[config.mk]
export PLATFORM = sky130hd
export DESIGN_NAME = sal_tx_framer
export DESIGN_NICKNAME = d
export VERILOG_FILES = /design/src/rtl/sal_pkg.sv /design/src/rtl/sal_bit_counter.sv /design/src/rtl/sal_slot_pack.sv /design/src/rtl/sal_tx_framer.sv
export SDC_FILE = /design/constraint.sdc
export NUM_CORES = 1
export LEC_CHECK = 0
export BUFFER_PORTS_ARGS = -buffer_cell sky130_fd_sc_hd__buf_2
export CAP_MARGIN = 20
export CELL_PAD_IN_SITES_DETAIL_PLACEMENT = 1
export CELL_PAD_IN_SITES_GLOBAL_PLACEMENT = 2
export CORE_AREA = 2 2 125 127
export DETAILED_ROUTE_END_ITERATION = 7
export DIE_AREA = 0 0 127 129
export PLACE_DENSITY_LB_ADDON = 0.25
export SYNTH_ARGS = -nofsm -noshare
export SYNTH_HDL_FRONTEND = slang
export SYNTH_SLANG_ARGS = --single-unit
[constraint.sdc]
create_clock -name clk -period 3.4 [get_ports clk]
set_input_delay 0.34 -clock clk [delete_from_list [all_inputs] [get_ports clk]]
set_output_delay 0.34 -clock clk [all_outputs]
set_load 0.005 [all_outputs]
[src/rtl/sal_pkg.sv]
package sal_pkg;
  localparam int TAG_W     = 16;
  localparam int SLOT_W    = 20;
  localparam int NUM_SLOTS = 12;
  localparam int FRAME_LEN = TAG_W + SLOT_W * NUM_SLOTS;
  localparam int POS_W     = $clog2(FRAME_LEN);
endpackage

[src/rtl/sal_bit_counter.sv]
module sal_bit_counter
  import sal_pkg::*;
(
  input  logic             clk,
  input  logic             rst,
  output logic [POS_W-1:0] pos,
  output logic             at_end,
  output logic             mark
);
  localparam logic [POS_W-1:0] LAST    = POS_W'(FRAME_LEN - 1);
  localparam logic [POS_W-1:0] TAG_TOP = POS_W'(TAG_W - 1);

  assign at_end = (pos == LAST);

  always_ff @(posedge clk) begin
    if (rst) begin
      pos  <= LAST;
      mark <= 1'b0;
    end else begin
      pos  <= at_end ? '0 : pos + 1'b1;
      mark <= at_end || (pos < TAG_TOP);
    end
  end


  mark_start_chk: assert property (@(posedge clk) disable iff (rst)
    $rose(mark) |-> (pos == '0));


  mark_len_chk: assert property (@(posedge clk) disable iff (rst)
    $fell(mark) |-> (pos == POS_W'(TAG_W)));
endmodule

[src/rtl/sal_slot_pack.sv]
module sal_slot_pack
  import sal_pkg::*;
#(
  parameter int ADDR_W = 7,
  parameter int SMP_W  = 16
) (
  input  logic                 cmd_ok,
  input  logic                 cmd_rd,
  input  logic [ADDR_W-1:0]    addr,
  input  logic [SMP_W-1:0]     wdata,
  input  logic                 left_ok,
  input  logic [SMP_W-1:0]     left,
  input  logic                 right_ok,
  input  logic [SMP_W-1:0]     right,
  output logic [FRAME_LEN-1:0] image
);
  localparam int ADDR_PAD = SLOT_W - 1 - ADDR_W;
  localparam int SMP_PAD  = SLOT_W - SMP_W;

  logic [NUM_SLOTS-1:0]  tag;
  logic [SLOT_W-1:0]     val [NUM_SLOTS];

  always_comb begin
    tag    = '0;
    tag[0] = cmd_ok;
    tag[1] = cmd_ok && !cmd_rd;
    tag[2] = left_ok;
    tag[3] = right_ok;
  end

  genvar s;
  generate
    for (s = 0; s < NUM_SLOTS; s++) begin : g_slot
      if (s == 0) begin : g_cmd
        assign val[s] = {cmd_rd, addr, {ADDR_PAD{1'b0}}};
      end else if (s == 1) begin : g_dat
        assign val[s] = {wdata, {SMP_PAD{1'b0}}};
      end else if (s == 2) begin : g_left
        assign val[s] = {left, {SMP_PAD{1'b0}}};
      end else if (s == 3) begin : g_right
        assign val[s] = {right, {SMP_PAD{1'b0}}};
      end else begin : g_idle
        assign val[s] = '0;
      end
      assign image[FRAME_LEN-1-TAG_W-SLOT_W*s -: SLOT_W] = tag[s] ? val[s] : '0;
      assign image[FRAME_LEN-2-s] = tag[s];
    end
  endgenerate

  assign image[FRAME_LEN-1] = |tag;
  assign image[FRAME_LEN-2-NUM_SLOTS -: TAG_W-1-NUM_SLOTS] = '0;
endmodule

[src/rtl/sal_tx_framer.sv]
module sal_tx_framer
  import sal_pkg::*;
#(
  parameter int ADDR_W = 7,
  parameter int SMP_W  = 16
) (
  input  logic              clk,
  input  logic              rst,
  input  logic              cmd_stb,
  input  logic              cmd_read,
  input  logic [ADDR_W-1:0] cmd_addr,
  input  logic [SMP_W-1:0]  cmd_wdata,
  input  logic              left_stb,
  input  logic [SMP_W-1:0]  left_smp,
  input  logic              right_stb,
  input  logic [SMP_W-1:0]  right_smp,
  output logic              frame_mark,
  output logic              ser_out,
  output logic              pcm_taken
);
  localparam logic [POS_W-1:0] TAG_FREE = POS_W'(NUM_SLOTS + 1);
  localparam logic [POS_W-1:0] TAG_TOP  = POS_W'(TAG_W - 1);
  localparam logic [POS_W-1:0] IDLE_LO  = POS_W'(TAG_W + 4 * SLOT_W);

  logic [POS_W-1:0]     pos;
  logic                 load;
  logic [FRAME_LEN-1:0] image;
  logic [FRAME_LEN-2:0] shreg;

  logic              p_cmd, p_rd, p_left, p_right;
  logic [ADDR_W-1:0] p_addr;
  logic [SMP_W-1:0]  p_wdata, p_lsmp, p_rsmp;

  sal_bit_counter u_cnt (
    .clk    (clk),
    .rst    (rst),
    .pos    (pos),
    .at_end (load),
    .mark   (frame_mark)
  );

  sal_slot_pack #(.ADDR_W(ADDR_W), .SMP_W(SMP_W)) u_pack (
    .cmd_ok   (p_cmd),
    .cmd_rd   (p_rd),
    .addr     (p_addr),
    .wdata    (p_wdata),
    .left_ok  (p_left),
    .left     (p_lsmp),
    .right_ok (p_right),
    .right    (p_rsmp),
    .image    (image)
  );

  // pending stores: a strobe wins over the boundary clear
  always_ff @(posedge clk) begin
    if (rst) begin
      p_cmd   <= 1'b0;
      p_left  <= 1'b0;
      p_right <= 1'b0;
      p_rd    <= 1'b0;
      p_addr  <= '0;
      p_wdata <= '0;
      p_lsmp  <= '0;
      p_rsmp  <= '0;
    end else begin
      p_cmd   <= cmd_stb   || (p_cmd   && !load);
      p_left  <= left_stb  || (p_left  && !load);
      p_right <= right_stb || (p_right && !load);
      if (cmd_stb) begin
        p_rd    <= cmd_read;
        p_addr  <= cmd_addr;
        p_wdata <= cmd_wdata;
      end
      if (left_stb)  p_lsmp <= left_smp;
      if (right_stb) p_rsmp <= right_smp;
    end
  end

  // frame shifter, most significant bit first
  always_ff @(posedge clk) begin
    if (rst) begin
      shreg     <= '0;
      ser_out   <= 1'b0;
      pcm_taken <= 1'b0;
    end else if (load) begin
      ser_out   <= image[FRAME_LEN-1];
      shreg     <= image[FRAME_LEN-2:0];
      pcm_taken <= p_left || p_right;
    end else begin
      ser_out   <= shreg[FRAME_LEN-2];
      shreg     <= {shreg[FRAME_LEN-3:0], 1'b0};
      pcm_taken <= 1'b0;
    end
  end


  taken_at_start_chk: assert property (@(posedge clk) disable iff (rst)
    pcm_taken |-> (frame_mark && pos == '0));


  tag_spare_zero_chk: assert property (@(posedge clk) disable iff (rst)
    (pos >= TAG_FREE && pos <= TAG_TOP) |-> !ser_out);


  idle_slots_zero_chk: assert property (@(posedge clk) disable iff (rst)
    (pos >= IDLE_LO) |-> !ser_out);


  reset_quiet_chk: assert property (@(posedge clk)
    $past(rst) |-> (!ser_out && !frame_mark && !pcm_taken));
endmodule

### Word level (Yosys, flattened, before mapping)

Cells that the tools add are included.

* register bits: 325
* input bits: 61
* output and inout bits: 3
* logic and storage cells: 39

* $add $sub $neg: 1
* order comparisons: 1
* equal/unequal tests: 1
* muxes and demuxes: 7
* bitwise gates (word level): 1
* reduce and logical (&&, ||, !) cells: 14

Operators with widths (number)
* two-way mux 255 bit: 1
* two-way mux 20 bit: 4
* adder 8 x 1 -> 8 bit (second input constant): 1
* == test 8 bit (second input constant): 1
* < comparator 8 x 4 -> 1 bit (second input constant): 1
* two-way mux 8 bit: 1
* logical OR 1 bit: 5
* logical AND 1 bit: 4
* OR reduction 2 bit: 2
* OR reduction 4 bit: 1
* logical NOT 1 bit: 2
* two-way mux 1 bit: 1
* NOT 1 bit: 1

### Depth between registers and ports, before layout

Gate-level depths: netlist of run 1.

* depth in word-level cells: 4
* depth in mapped cells: 6
* depth with buffers taken out: 4

### By module

A second synthesis of run 1 with hierarchy kept.

* cells, all modules: 1324
* area, all modules: 13496.7 um^2

By module, submodules not included
* sal_tx_framer: instances 1, cells each 1021, area each 11178.2 um^2, sequential area each 6326.1 um^2
* sal_slot_pack: instances 1, cells each 262, area each 1943.1 um^2, sequential area each 0.0 um^2
* sal_bit_counter: instances 1, cells each 41, area each 375.4 um^2, sequential area each 180.2 um^2

### Least setup slack after synthesis of run 1

OpenSTA, ideal clock, no wires.

* kind: register to register
* start point: reg u_cnt.pos[0]
* end point: reg shreg[252]
* setup time: 116 ps
* data arrival time: 1324 ps
* required time: 3284 ps
* setup slack: 1961 ps
* cell stages (with the launch flop): 7
* path buffers: 2
* clock period less this slack: 1439 ps
* cell sequence: dfxtp_1 -> ha_1 -> nand3_1 -> buf_2 -> clkbuf_1 -> nor3_1 -> a31o_1

* cells in the longest elaborated chain, start to end: 2

RTL lines
* from (decl): line sal_bit_counter.sv:6 `output logic [POS_W-1:0] pos,`
* from (signal assigned): line sal_bit_counter.sv:20 `pos <= at_end ? '0 : pos + 1'b1;`
* == test 8 bit: line sal_bit_counter.sv:13 `assign at_end = (pos == LAST);`
* two-way mux 255 bit: line sal_tx_framer.sv:85 `end else if (load) begin`
* to (signal assigned): line sal_tx_framer.sv:87 `shreg <= image[FRAME_LEN-2:0];`
* to (signal assigned): line sal_tx_framer.sv:91 `shreg <= {shreg[FRAME_LEN-3:0], 1'b0};`
* to (decl): line sal_tx_framer.sv:28 `logic [FRAME_LEN-2:0] shreg;`

Every way passes these cells.
A chain may end at the register's enable or synchronous reset.

### Worst setup path after layout of run 1

* start point: reg u_cnt.pos[4]
* end point: reg shreg[251]

Same word-level chain as after synthesis.

==> impl_results.html, run 1 <==
<table>
<tr><th>Metric</th><th>Value</th></tr>
<tr><th colspan="2">Clock tree</th></tr>
<tr><td>Worst skew pair latency</td><td>approximately 420 ps</td></tr>
<tr><td># clock sinks</td><td>around 160</td></tr>
<tr><td>Number of H-tree levels</td><td>4</td></tr>
<tr><td>Number of instances resized during post-cts repair</td><td>0</td></tr>
<tr><td>Clk slew on worst S/H paths</td><td>roughly 60 ps</td></tr>
<tr><td>CTS tree</td><td>yes</td></tr>
<tr><td>CTS Buf Count</td><td>17</td></tr>
<tr><td>Post-CTS setup buffers</td><td>0</td></tr>
<tr><td>Number of hold-repair buffers added at the cts stage</td><td>0</td></tr>
<tr><td>Root buffer selected by CTS</td><td>sky130_fd_sc_hd__clkbuf_16</td></tr>
<tr><td>Max Root-Sink Buffers</td><td>2</td></tr>
<tr><th colspan="2">Layout</th></tr>
<tr><td>Ratio of cells with drive above 1 in the final layout</td><td>between 15 and 20%</td></tr>
<tr><td>Area Growth Syn to Fin</td><td>17.8%</td></tr>
<tr><td>Final layout net count</td><td>approximately 680</td></tr>
<tr><td>Cell Count, Final, Fillers Out</td><td>819</td></tr>
<tr><td>Antenna diode count</td><td>0</td></tr>
<tr><th colspan="2">Global route</th></tr>
<tr><td>Pin count of the biggest net entering global routing</td><td>67</td></tr>
<tr><td>Global-route congestion overflow total</td><td>0</td></tr>
<tr><td>Global-route wire length before repair</td><td>21.0 mm</td></tr>
<tr><td>Vias in the first global route</td><td>4332</td></tr>
<tr><td>Number of antenna violations at the first check in global routing</td><td>0</td></tr>
<tr><td>GRT Total Usage</td><td>around 16%</td></tr>
<tr><th colspan="2">Synthesis</th></tr>
<tr><td>Compound-Gate Fraction of Synth Area</td><td>between 10% and 20%</td></tr>
<tr><td>Main flop type after synthesis</td><td>sky130_fd_sc_hd__dfxtp_1</td></tr>
<tr><td>Post-Syn Instances</td><td>~580</td></tr>
<tr><td>Post-Synthesis Mean Instance Area</td><td>about 10 sq um</td></tr>
<tr><td>Multiplexer area fraction after synthesis</td><td>9.82%</td></tr>
<tr><td>Top post-synthesis cells by area</td><td>sky130_fd_sc_hd__dfxtp_1 (56%), sky130_fd_sc_hd__mux2i_1 (9.8%), sky130_fd_sc_hd__nand4_1 (4.6%)</td></tr>
<tr><td>Area of the mapped netlist</td><td>around 5700 sq um</td></tr>
<tr><td>Count of flip-flops with a built-in enable after synthesis</td><td>0</td></tr>
<tr><td>Top cells by instance count after synthesis</td><td>sky130_fd_sc_hd__dfxtp_1 (161), sky130_fd_sc_hd__mux2i_1 (56), sky130_fd_sc_hd__nor2_1 (56)</td></tr>
<tr><td>Synth Area in XOR/XNOR</td><td>0.153%</td></tr>
<tr><td>Library cell with the largest summed area after synthesis</td><td>sky130_fd_sc_hd__dfxtp_1</td></tr>
<tr><td>Combinational family with the most area after synthesis</td><td>simple AND/OR/NAND/NOR gates</td></tr>
<tr><td>Portion of synthesized cell area occupied by the leading cell type</td><td>approximately 56%</td></tr>
<tr><td>Fraction of registers with async set/reset</td><td>0%</td></tr>
<tr><td>Area share of fa/ha/maj cells after synthesis</td><td>less than 1%</td></tr>
<tr><td>Most frequently used cell type in the post-synthesis netlist</td><td>sky130_fd_sc_hd__dfxtp_1</td></tr>
<tr><td>Sequential-to-total area share from yosys stat</td><td>56.4%</td></tr>
<tr><td>Synthesized Nets</td><td>between 600 and 700</td></tr>
<tr><td>Yosys Warn Count</td><td>0</td></tr>
<tr><td>Area fraction in and, or, nand and nor cells after synthesis</td><td>15.6%</td></tr>
<tr><td>Unique masters post-synth</td><td>36</td></tr>
<tr><td>FF+latch count, synth</td><td>approximately 160</td></tr>
<tr><th colspan="2">Job</th></tr>
<tr><td>Number of max-cap violations</td><td>0</td></tr>
<tr><th colspan="2">Setup path</th></tr>
<tr><td>Dominant delay contributor by cell family on the critical path</td><td>simple AND/OR/NAND/NOR gates</td></tr>
<tr><td>Number of buffer and inverter stages on the critical path</td><td>0</td></tr>
<tr><td>Crit path max-delay cell type</td><td>sky130_fd_sc_hd__and4_1</td></tr>
<tr><td>Critical path required time</td><td>around 3700 ps</td></tr>
<tr><td>Class of the most critical setup path</td><td>reg2reg</td></tr>
<tr><td>Maximum fanout along the worst path</td><td>20</td></tr>
<tr><td>Kind of launch point of the worst setup path</td><td>flop</td></tr>
<tr><td>Ordered cell list for the critical path</td><td>and4_1 &gt; nand2_1 &gt; a31o_1</td></tr>
<tr><td>Critical path capture point type</td><td>flop</td></tr>
<tr><td>Number of cells on the critical path</td><td>3</td></tr>
<tr><td>Critical path's largest stage delay</td><td>around 620 ps</td></tr>
<tr><td>Reg2reg path depth</td><td>3</td></tr>
<tr><td>Worst path arrival time</td><td>2430 ps</td></tr>
<tr><th colspan="2">Floorplan</th></tr>
<tr><td>Die Y</td><td>129 um</td></tr>
<tr><td>Width of the die</td><td>between 100 and 150 um</td></tr>
<tr><td>Boundary pin count</td><td>64</td></tr>
<tr><td>Starting utilization of the core area</td><td>38.1%</td></tr>
<tr><td>Area of the placeable core</td><td>between 10000 and 15000 sq um</td></tr>
<tr><td>Area of the die</td><td>16400 sq um</td></tr>
<tr><td>Number of placement rows</td><td>45</td></tr>
<tr><th colspan="2">STA</th></tr>
<tr><td>Upper clock frequency limit</td><td>472 MHz</td></tr>
<tr><td>Time the final worst path needs with I/O delays and setup</td><td>2120 ps</td></tr>
<tr><td>Setup WS post-layout</td><td>between 1000 and 1500 ps</td></tr>
<tr><td>Transition time of the tightest slew-check pin</td><td>between 900 and 1000 ps</td></tr>
<tr><td>Final Cycle Share</td><td>62.3%</td></tr>
<tr><td>Worst Clk Skew</td><td>5.56 ps</td></tr>
<tr><td>Number of setup violations in the final report</td><td>0</td></tr>
<tr><td>Final slew viol count</td><td>0</td></tr>
<tr><td>Unrepaired setup endpoints after global routing</td><td>no</td></tr>
<tr><td>Remaining max-slew budget at the tightest pin</td><td>a little under two fifths</td></tr>
<tr><td>Total Negative Setup Slacks</td><td>0 ps</td></tr>
<tr><td>Final hold slack</td><td>approximately 150 ps</td></tr>
<tr><td>Endpoints failing hold</td><td>0</td></tr>
<tr><th colspan="2">Route</th></tr>
<tr><td>Avg Vias per Cell</td><td>roughly 5.2</td></tr>
<tr><td>Routed wirelength normalized by instance count</td><td>15.2 um</td></tr>
<tr><td>Count of antenna-violating nets left after detailed routing</td><td>0</td></tr>
<tr><td>First-pass iteration count of the detailed router</td><td>4</td></tr>
<tr><td>Total number of vias</td><td>around 4.2k</td></tr>
<tr><td>DRC Markers</td><td>0</td></tr>
<tr><td>Number of DRC markers in iteration 0</td><td>180</td></tr>
<tr><td>Routed WL</td><td>between 10 and 15 mm</td></tr>
<tr><th colspan="2">Place</th></tr>
<tr><td>Placer Congestion</td><td>0.737</td></tr>
<tr><td>Post-detailed-placement half-perimeter wirelength</td><td>about 7.7 mm</td></tr>
<tr><td>Input/output buffers</td><td>63</td></tr>
<tr><td>Number of cells after detailed placement</td><td>about 800</td></tr>
<tr><td>Pre-CTS WS</td><td>~1300 ps</td></tr>
<tr><th colspan="2">Power and ir drop</th></tr>
<tr><td>Leakage Power</td><td>approximately 0.0027 uW</td></tr>
<tr><td>Power per unit of standard cell area</td><td>759 nW/um^2</td></tr>
<tr><td>Total power consumption of the routed design</td><td>5100 uW</td></tr>
<tr><td>Maximum resistive drop on vdd</td><td>approximately 0.38 mV</td></tr>
<tr><th colspan="2">Worst hold path</th></tr>
<tr><td>Worst Hold Path Cells</td><td>3</td></tr>
<tr><td>Type of the most critical hold path</td><td>in2reg</td></tr>
<tr><th colspan="2">Run status</th></tr>
<tr><td>Result of the run</td><td>completed</td></tr>
</table>
-- worst reg2reg max path, cell delays in order, from the launching register on --
cell	delay [ps]
sky130_fd_sc_hd__dfxtp_1	440
sky130_fd_sc_hd__and4_1	620
sky130_fd_sc_hd__nand2_1	570
sky130_fd_sc_hd__a31o_1	390
-- report_power, final --
| group | internal [uW] | total [uW] | leakage, uW | switching, uW |
|---|---|---|---|---|
| registers | 2000 | 2110 | 0.00131 | 112 |
| logic | 223 | 932 | 0.00107 | 708 |
| clock network | 1330 | 2060 | 0.000312 | 724 |
-- cell type report --
type | count | area (sq um)
fillers | 1696 | 8250
flip-flops and latches | 161 | 3220
multi-input cells | 363 | 2220
clock buffers | 20 | 457
repair buffers | 72 | 389
well taps | 188 | 235
clock inverters | 11 | 185
inverters | 4 | 15.0
-- per-stage QoR --
stage	cell area, sq um	utilization (%)
finish	6730	44.9
global route	6730	44.9
CTS	6710	44.8
detailed placement	6070	40.5
global placement	6070	40.5
floorplan	5710	-
-- routing by layer --
layer | vias up | wire (um) | track usage [%]
li1 | 2114 | - | -
met1 | 2051 | 5820 | 19.9
met2 | 58 | 6030 | 27.6
met3 | 14 | 356 | 3.95
met4 | 0 | 217 | 6.33
met5 | - | 0 | 0
-- path summary, 6_finish.rpt --
check                     from         end  slack, ps
hold reg to reg     shreg[200]  shreg[201]        420
hold / removal     left_smp[8]   p_lsmp[8]        150
setup / recovery  u_cnt.pos[4]  shreg[251]       1280
setup reg to reg  u_cnt.pos[4]  shreg[251]       1280
-- cells by family after synthesis --
group	Yosys count
adders and majority gates	1
AOI/OAI and AO/OA	131
muxes	56
DFF	161
xor gates and xnor gates	1
and+or+nand+nor	174
buffers and inverters	59
-- placed cells by master (no fill, tap or decap), drive strengths merged, types with 20 or more instances in the layout --
cell type  instances
clkbuf            20
o21ai             59
and2              31
buf               72
mux2i             56
nand4             42
dfxtp            161
nor2              57
a21oi             44
nand2             23
-- flip-flops by register name, summed over array words and instances (netlist names), 7 cells and up --
name,count
p_addr,7
p_rsmp,16
u_cnt.pos,8
shreg,91
p_wdata,16
p_lsmp,16
No activity file was read; power rests on OpenSTA's default activity.
==> run 2: changes to the inputs <==
--- a/config.mk
+++ b/config.mk
@@ -9,9 +9,9 @@
 export CAP_MARGIN = 20
 export CELL_PAD_IN_SITES_DETAIL_PLACEMENT = 1
 export CELL_PAD_IN_SITES_GLOBAL_PLACEMENT = 2
-export CORE_AREA = 2 2 125 127
+export CORE_AREA = 2 2 129 131
 export DETAILED_ROUTE_END_ITERATION = 7
-export DIE_AREA = 0 0 127 129
+export DIE_AREA = 0 0 131 133
 export PLACE_DENSITY_LB_ADDON = 0.25
 export SYNTH_ARGS = -nofsm -noshare
 export SYNTH_HDL_FRONTEND = slang
==> constraint.sdc (replaced) <==
create_clock -name clk -period 2.1 [get_ports clk]
set_input_delay 0.21 -clock clk [delete_from_list [all_inputs] [get_ports clk]]
set_output_delay 0.21 -clock clk [all_outputs]
set_load 0.005 [all_outputs]
==> impl_results.html, run 2 (synthesis gave the netlist of run 1 again) <==
<table>
<tr><th>Metric</th><th>Value</th></tr>
<tr><th colspan="2">Clock tree</th></tr>
<tr><td>Clk slew on worst S/H paths</td><td>around 60 ps</td></tr>
<tr><td>Max Root-Sink Buffers</td><td>2</td></tr>
<tr><td>Root buffer selected by CTS</td><td>sky130_fd_sc_hd__clkbuf_16</td></tr>
<tr><td>Number of H-tree levels</td><td>4</td></tr>
<tr><td>Worst skew pair latency</td><td>~420 ps</td></tr>
<tr><td>CTS Buf Count</td><td>17</td></tr>
<tr><td># clock sinks</td><td>~160</td></tr>
<tr><td>Post-CTS setup buffers</td><td>0</td></tr>
<tr><td>CTS tree</td><td>yes</td></tr>
<tr><th colspan="2">Setup path</th></tr>
<tr><td>Ordered cell list for the critical path</td><td>ha_1 &gt; and3_1 &gt; buf_6 &gt; nand2_1 &gt; buf_4 &gt; a31o_1</td></tr>
<tr><td>Critical path capture point type</td><td>flop</td></tr>
<tr><td>Worst setup path startpoint</td><td>u_cnt.pos[0]</td></tr>
<tr><td>Crit path max-delay cell type</td><td>sky130_fd_sc_hd__dfxtp_1</td></tr>
<tr><td>Critical path required time</td><td>between 2000 and 2500 ps</td></tr>
<tr><td>Number of buffer and inverter stages on the critical path</td><td>2</td></tr>
<tr><td>Class of the most critical setup path</td><td>reg2reg</td></tr>
<tr><td>Worst path arrival time</td><td>2250 ps</td></tr>
<tr><td>Kind of launch point of the worst setup path</td><td>flop</td></tr>
<tr><td>Maximum fanout along the worst path</td><td>43</td></tr>
<tr><td>Reg2Reg Launch Point</td><td>u_cnt.pos[0]</td></tr>
<tr><td>Dominant delay contributor by cell family on the critical path</td><td>buffers and inverters</td></tr>
<tr><td>Critical path's largest stage delay</td><td>between 400 and 500 ps</td></tr>
<tr><th colspan="2">Layout</th></tr>
<tr><td>Cell area after layout</td><td>roughly 6700 sq um</td></tr>
<tr><td>Ratio of cells with drive above 1 in the final layout</td><td>between 10% and 20%</td></tr>
<tr><td>Flip-flop count of the largest register, all copies and words added</td><td>slightly above 90</td></tr>
<tr><td>Cell Count, Final, Fillers Out</td><td>roughly 850</td></tr>
<tr><td>Top library cells by usage in the layout, fill and taps aside</td><td>sky130_fd_sc_hd__dfxtp_1 (161), sky130_fd_sc_hd__buf_2 (62), sky130_fd_sc_hd__mux2i_1 (56), sky130_fd_sc_hd__nor2_1 (56)</td></tr>
<tr><td>Reg with most FFs</td><td>shreg</td></tr>
<tr><td>Antenna diode count</td><td>0</td></tr>
<tr><td>Finished Core Util</td><td>between 40% and 50%</td></tr>
<tr><td>Commonest non-fill, non-tap cell in the layout</td><td>sky130_fd_sc_hd__dfxtp_1</td></tr>
<tr><td>Final layout net count</td><td>approximately 700</td></tr>
<tr><td>Area Growth Syn to Fin</td><td>17.8%</td></tr>
<tr><td>Layout fillers</td><td>roughly 1.8k</td></tr>
<tr><th colspan="2">Route</th></tr>
<tr><td>Count of antenna-violating nets left after detailed routing</td><td>0</td></tr>
<tr><td>Avg Vias per Cell</td><td>around 4.9</td></tr>
<tr><td>Routed WL</td><td>about 13 mm</td></tr>
<tr><td>Total number of vias</td><td>approximately 4.2k</td></tr>
<tr><td>Routed wirelength normalized by instance count</td><td>15.2 um</td></tr>
<tr><td>DRC Markers</td><td>0</td></tr>
<tr><td>Number of DRC markers in iteration 0</td><td>between 200 and 250</td></tr>
<tr><td>First-pass iteration count of the detailed router</td><td>4</td></tr>
<tr><th colspan="2">STA</th></tr>
<tr><td>Number of setup violations in the final report</td><td>0</td></tr>
<tr><td>Endpoints failing hold</td><td>0</td></tr>
<tr><td>Remaining max-slew budget at the tightest pin</td><td>about half</td></tr>
<tr><td>Worst Clk Skew</td><td>5.24 ps</td></tr>
<tr><td>Time the final worst path needs with I/O delays and setup</td><td>between 1500 and 2000 ps</td></tr>
<tr><td>Setup WS post-layout</td><td>between 150 and 200 ps</td></tr>
<tr><td>Final Cycle Share</td><td>just over 90%</td></tr>
<tr><td>Unrepaired setup endpoints after global routing</td><td>no</td></tr>
<tr><td>Transition time of the tightest slew-check pin</td><td>roughly 770 ps</td></tr>
<tr><td>Upper clock frequency limit</td><td>515 MHz</td></tr>
<tr><td>Final slew viol count</td><td>0</td></tr>
<tr><td>Total Negative Setup Slacks</td><td>0 ps</td></tr>
<tr><th colspan="2">Floorplan</th></tr>
<tr><td>Boundary pin count</td><td>64</td></tr>
<tr><td>Starting utilization of the core area</td><td>about a third</td></tr>
<tr><td>Die Y</td><td>~130 um</td></tr>
<tr><td>Area of the placeable core</td><td>approximately 16000 sq um</td></tr>
<tr><td>Area of the die</td><td>17400 sq um</td></tr>
<tr><td>Number of placement rows</td><td>between 40 and 50</td></tr>
<tr><td>Width of the die</td><td>131 um</td></tr>
<tr><th colspan="2">Worst hold path</th></tr>
<tr><td>Hold path start</td><td>cmd_addr[3]</td></tr>
<tr><td>Type of the most critical hold path</td><td>in2reg</td></tr>
<tr><th colspan="2">Place</th></tr>
<tr><td>Pre-CTS WS</td><td>around 100 ps</td></tr>
<tr><td>Placed Area</td><td>6150 sq um</td></tr>
<tr><td>Post-detailed-placement half-perimeter wirelength</td><td>8.18 mm</td></tr>
<tr><td>Placer Congestion</td><td>a little over 0.7</td></tr>
<tr><td>Number of cells after detailed placement</td><td>just over 800</td></tr>
<tr><td>Input/output buffers</td><td>63</td></tr>
<tr><th colspan="2">Global route</th></tr>
<tr><td>Number of antenna violations at the first check in global routing</td><td>0</td></tr>
<tr><td>Global-route congestion overflow total</td><td>0</td></tr>
<tr><td>Pin count of the biggest net entering global routing</td><td>66</td></tr>
<tr><td>Vias in the first global route</td><td>4411</td></tr>
<tr><td>Global-route wire length before repair</td><td>~22 mm</td></tr>
<tr><td>GRT Total Usage</td><td>between 10% and 20%</td></tr>
<tr><th colspan="2">Job</th></tr>
<tr><td>Number of max-cap violations</td><td>0</td></tr>
<tr><th colspan="2">Power and ir drop</th></tr>
<tr><td>Leakage Power</td><td>approximately 0.0027 uW</td></tr>
<tr><td>Power per unit of standard cell area</td><td>around 1200 nW/um^2</td></tr>
<tr><td>Maximum resistive drop on vdd</td><td>0.614 mV</td></tr>
<tr><th colspan="2">Run status</th></tr>
<tr><td>Result of the run</td><td>completed</td></tr>
</table>
==> run 2: changes by cell type in the layout (fill, tap and decap cells not counted), sizes merged <==
cell	previous run	this run
clkinvlp	2	1
clkinv	4	3
bufinv	5	2
clkbuf	20	24
buf	72	76
==> run 2: layer usage <==
layer	global-route usage, %	part of all wire [%]	wire length, um	up-vias
li1	-	-	-	2117
met1	20.9	47	6160	2026
met2	25.4	47	6110	61
met3	3.76	2.8	360	22
met4	7.62	2.7	346	0
met5	0	0	0	-
==> run 2: through the flow <==
step | hold slack, ps | total power [uW]
after CTS | 11.6 | 8070
after global placement | 407 | 5020
final | 25.1 | 8000
after floorplan | 357 | 4630
after global routing | 34.2 | 8460
after detailed placement | 413 | 5110
==> run 2: final cells by class <==
class / instances / area, sq um / area share [%]
repair buffers: 76 / 439 / 6.53
clock buffers: 24 / 472 / 7.01
inverters: 4 / 15.0 / 0.223
flip-flops and latches: 161 / 3220 / 47.9
clock inverters: 6 / 82.6 / 1.23
multi-input cells: 363 / 2220 / 33.0
well taps: 220 / 275 / 4.09
==> run 2: worst min-delay path, stage by stage <==
cell,delay (ps)
sky130_fd_sc_hd__buf_2,70
sky130_fd_sc_hd__mux2i_1,50
sky130_fd_sc_hd__nor2_1,70
==> run 2: repair_timing <==
action / in CTS / in global routing
hold endpoints to repair: 0 / 0
setup endpoints to repair: 0 / 4
resized for setup: 0 / 1
hold buffers: 0 / 0
==> run 2: path summary, 6_finish.rpt <==
kind	endpoint	slack, ps	cells after the start
worst max-delay path	shreg[251]	160	6
worst min-delay path	p_addr[3]	30	3
worst max register to register	shreg[251]	160	6
worst min register to register	shreg[220]	420	1
==> run 2: power by group <==
group          internal (uW)  switching (uW)
clock                   1790            1150
combinational            437            1190
sequential              3240             179
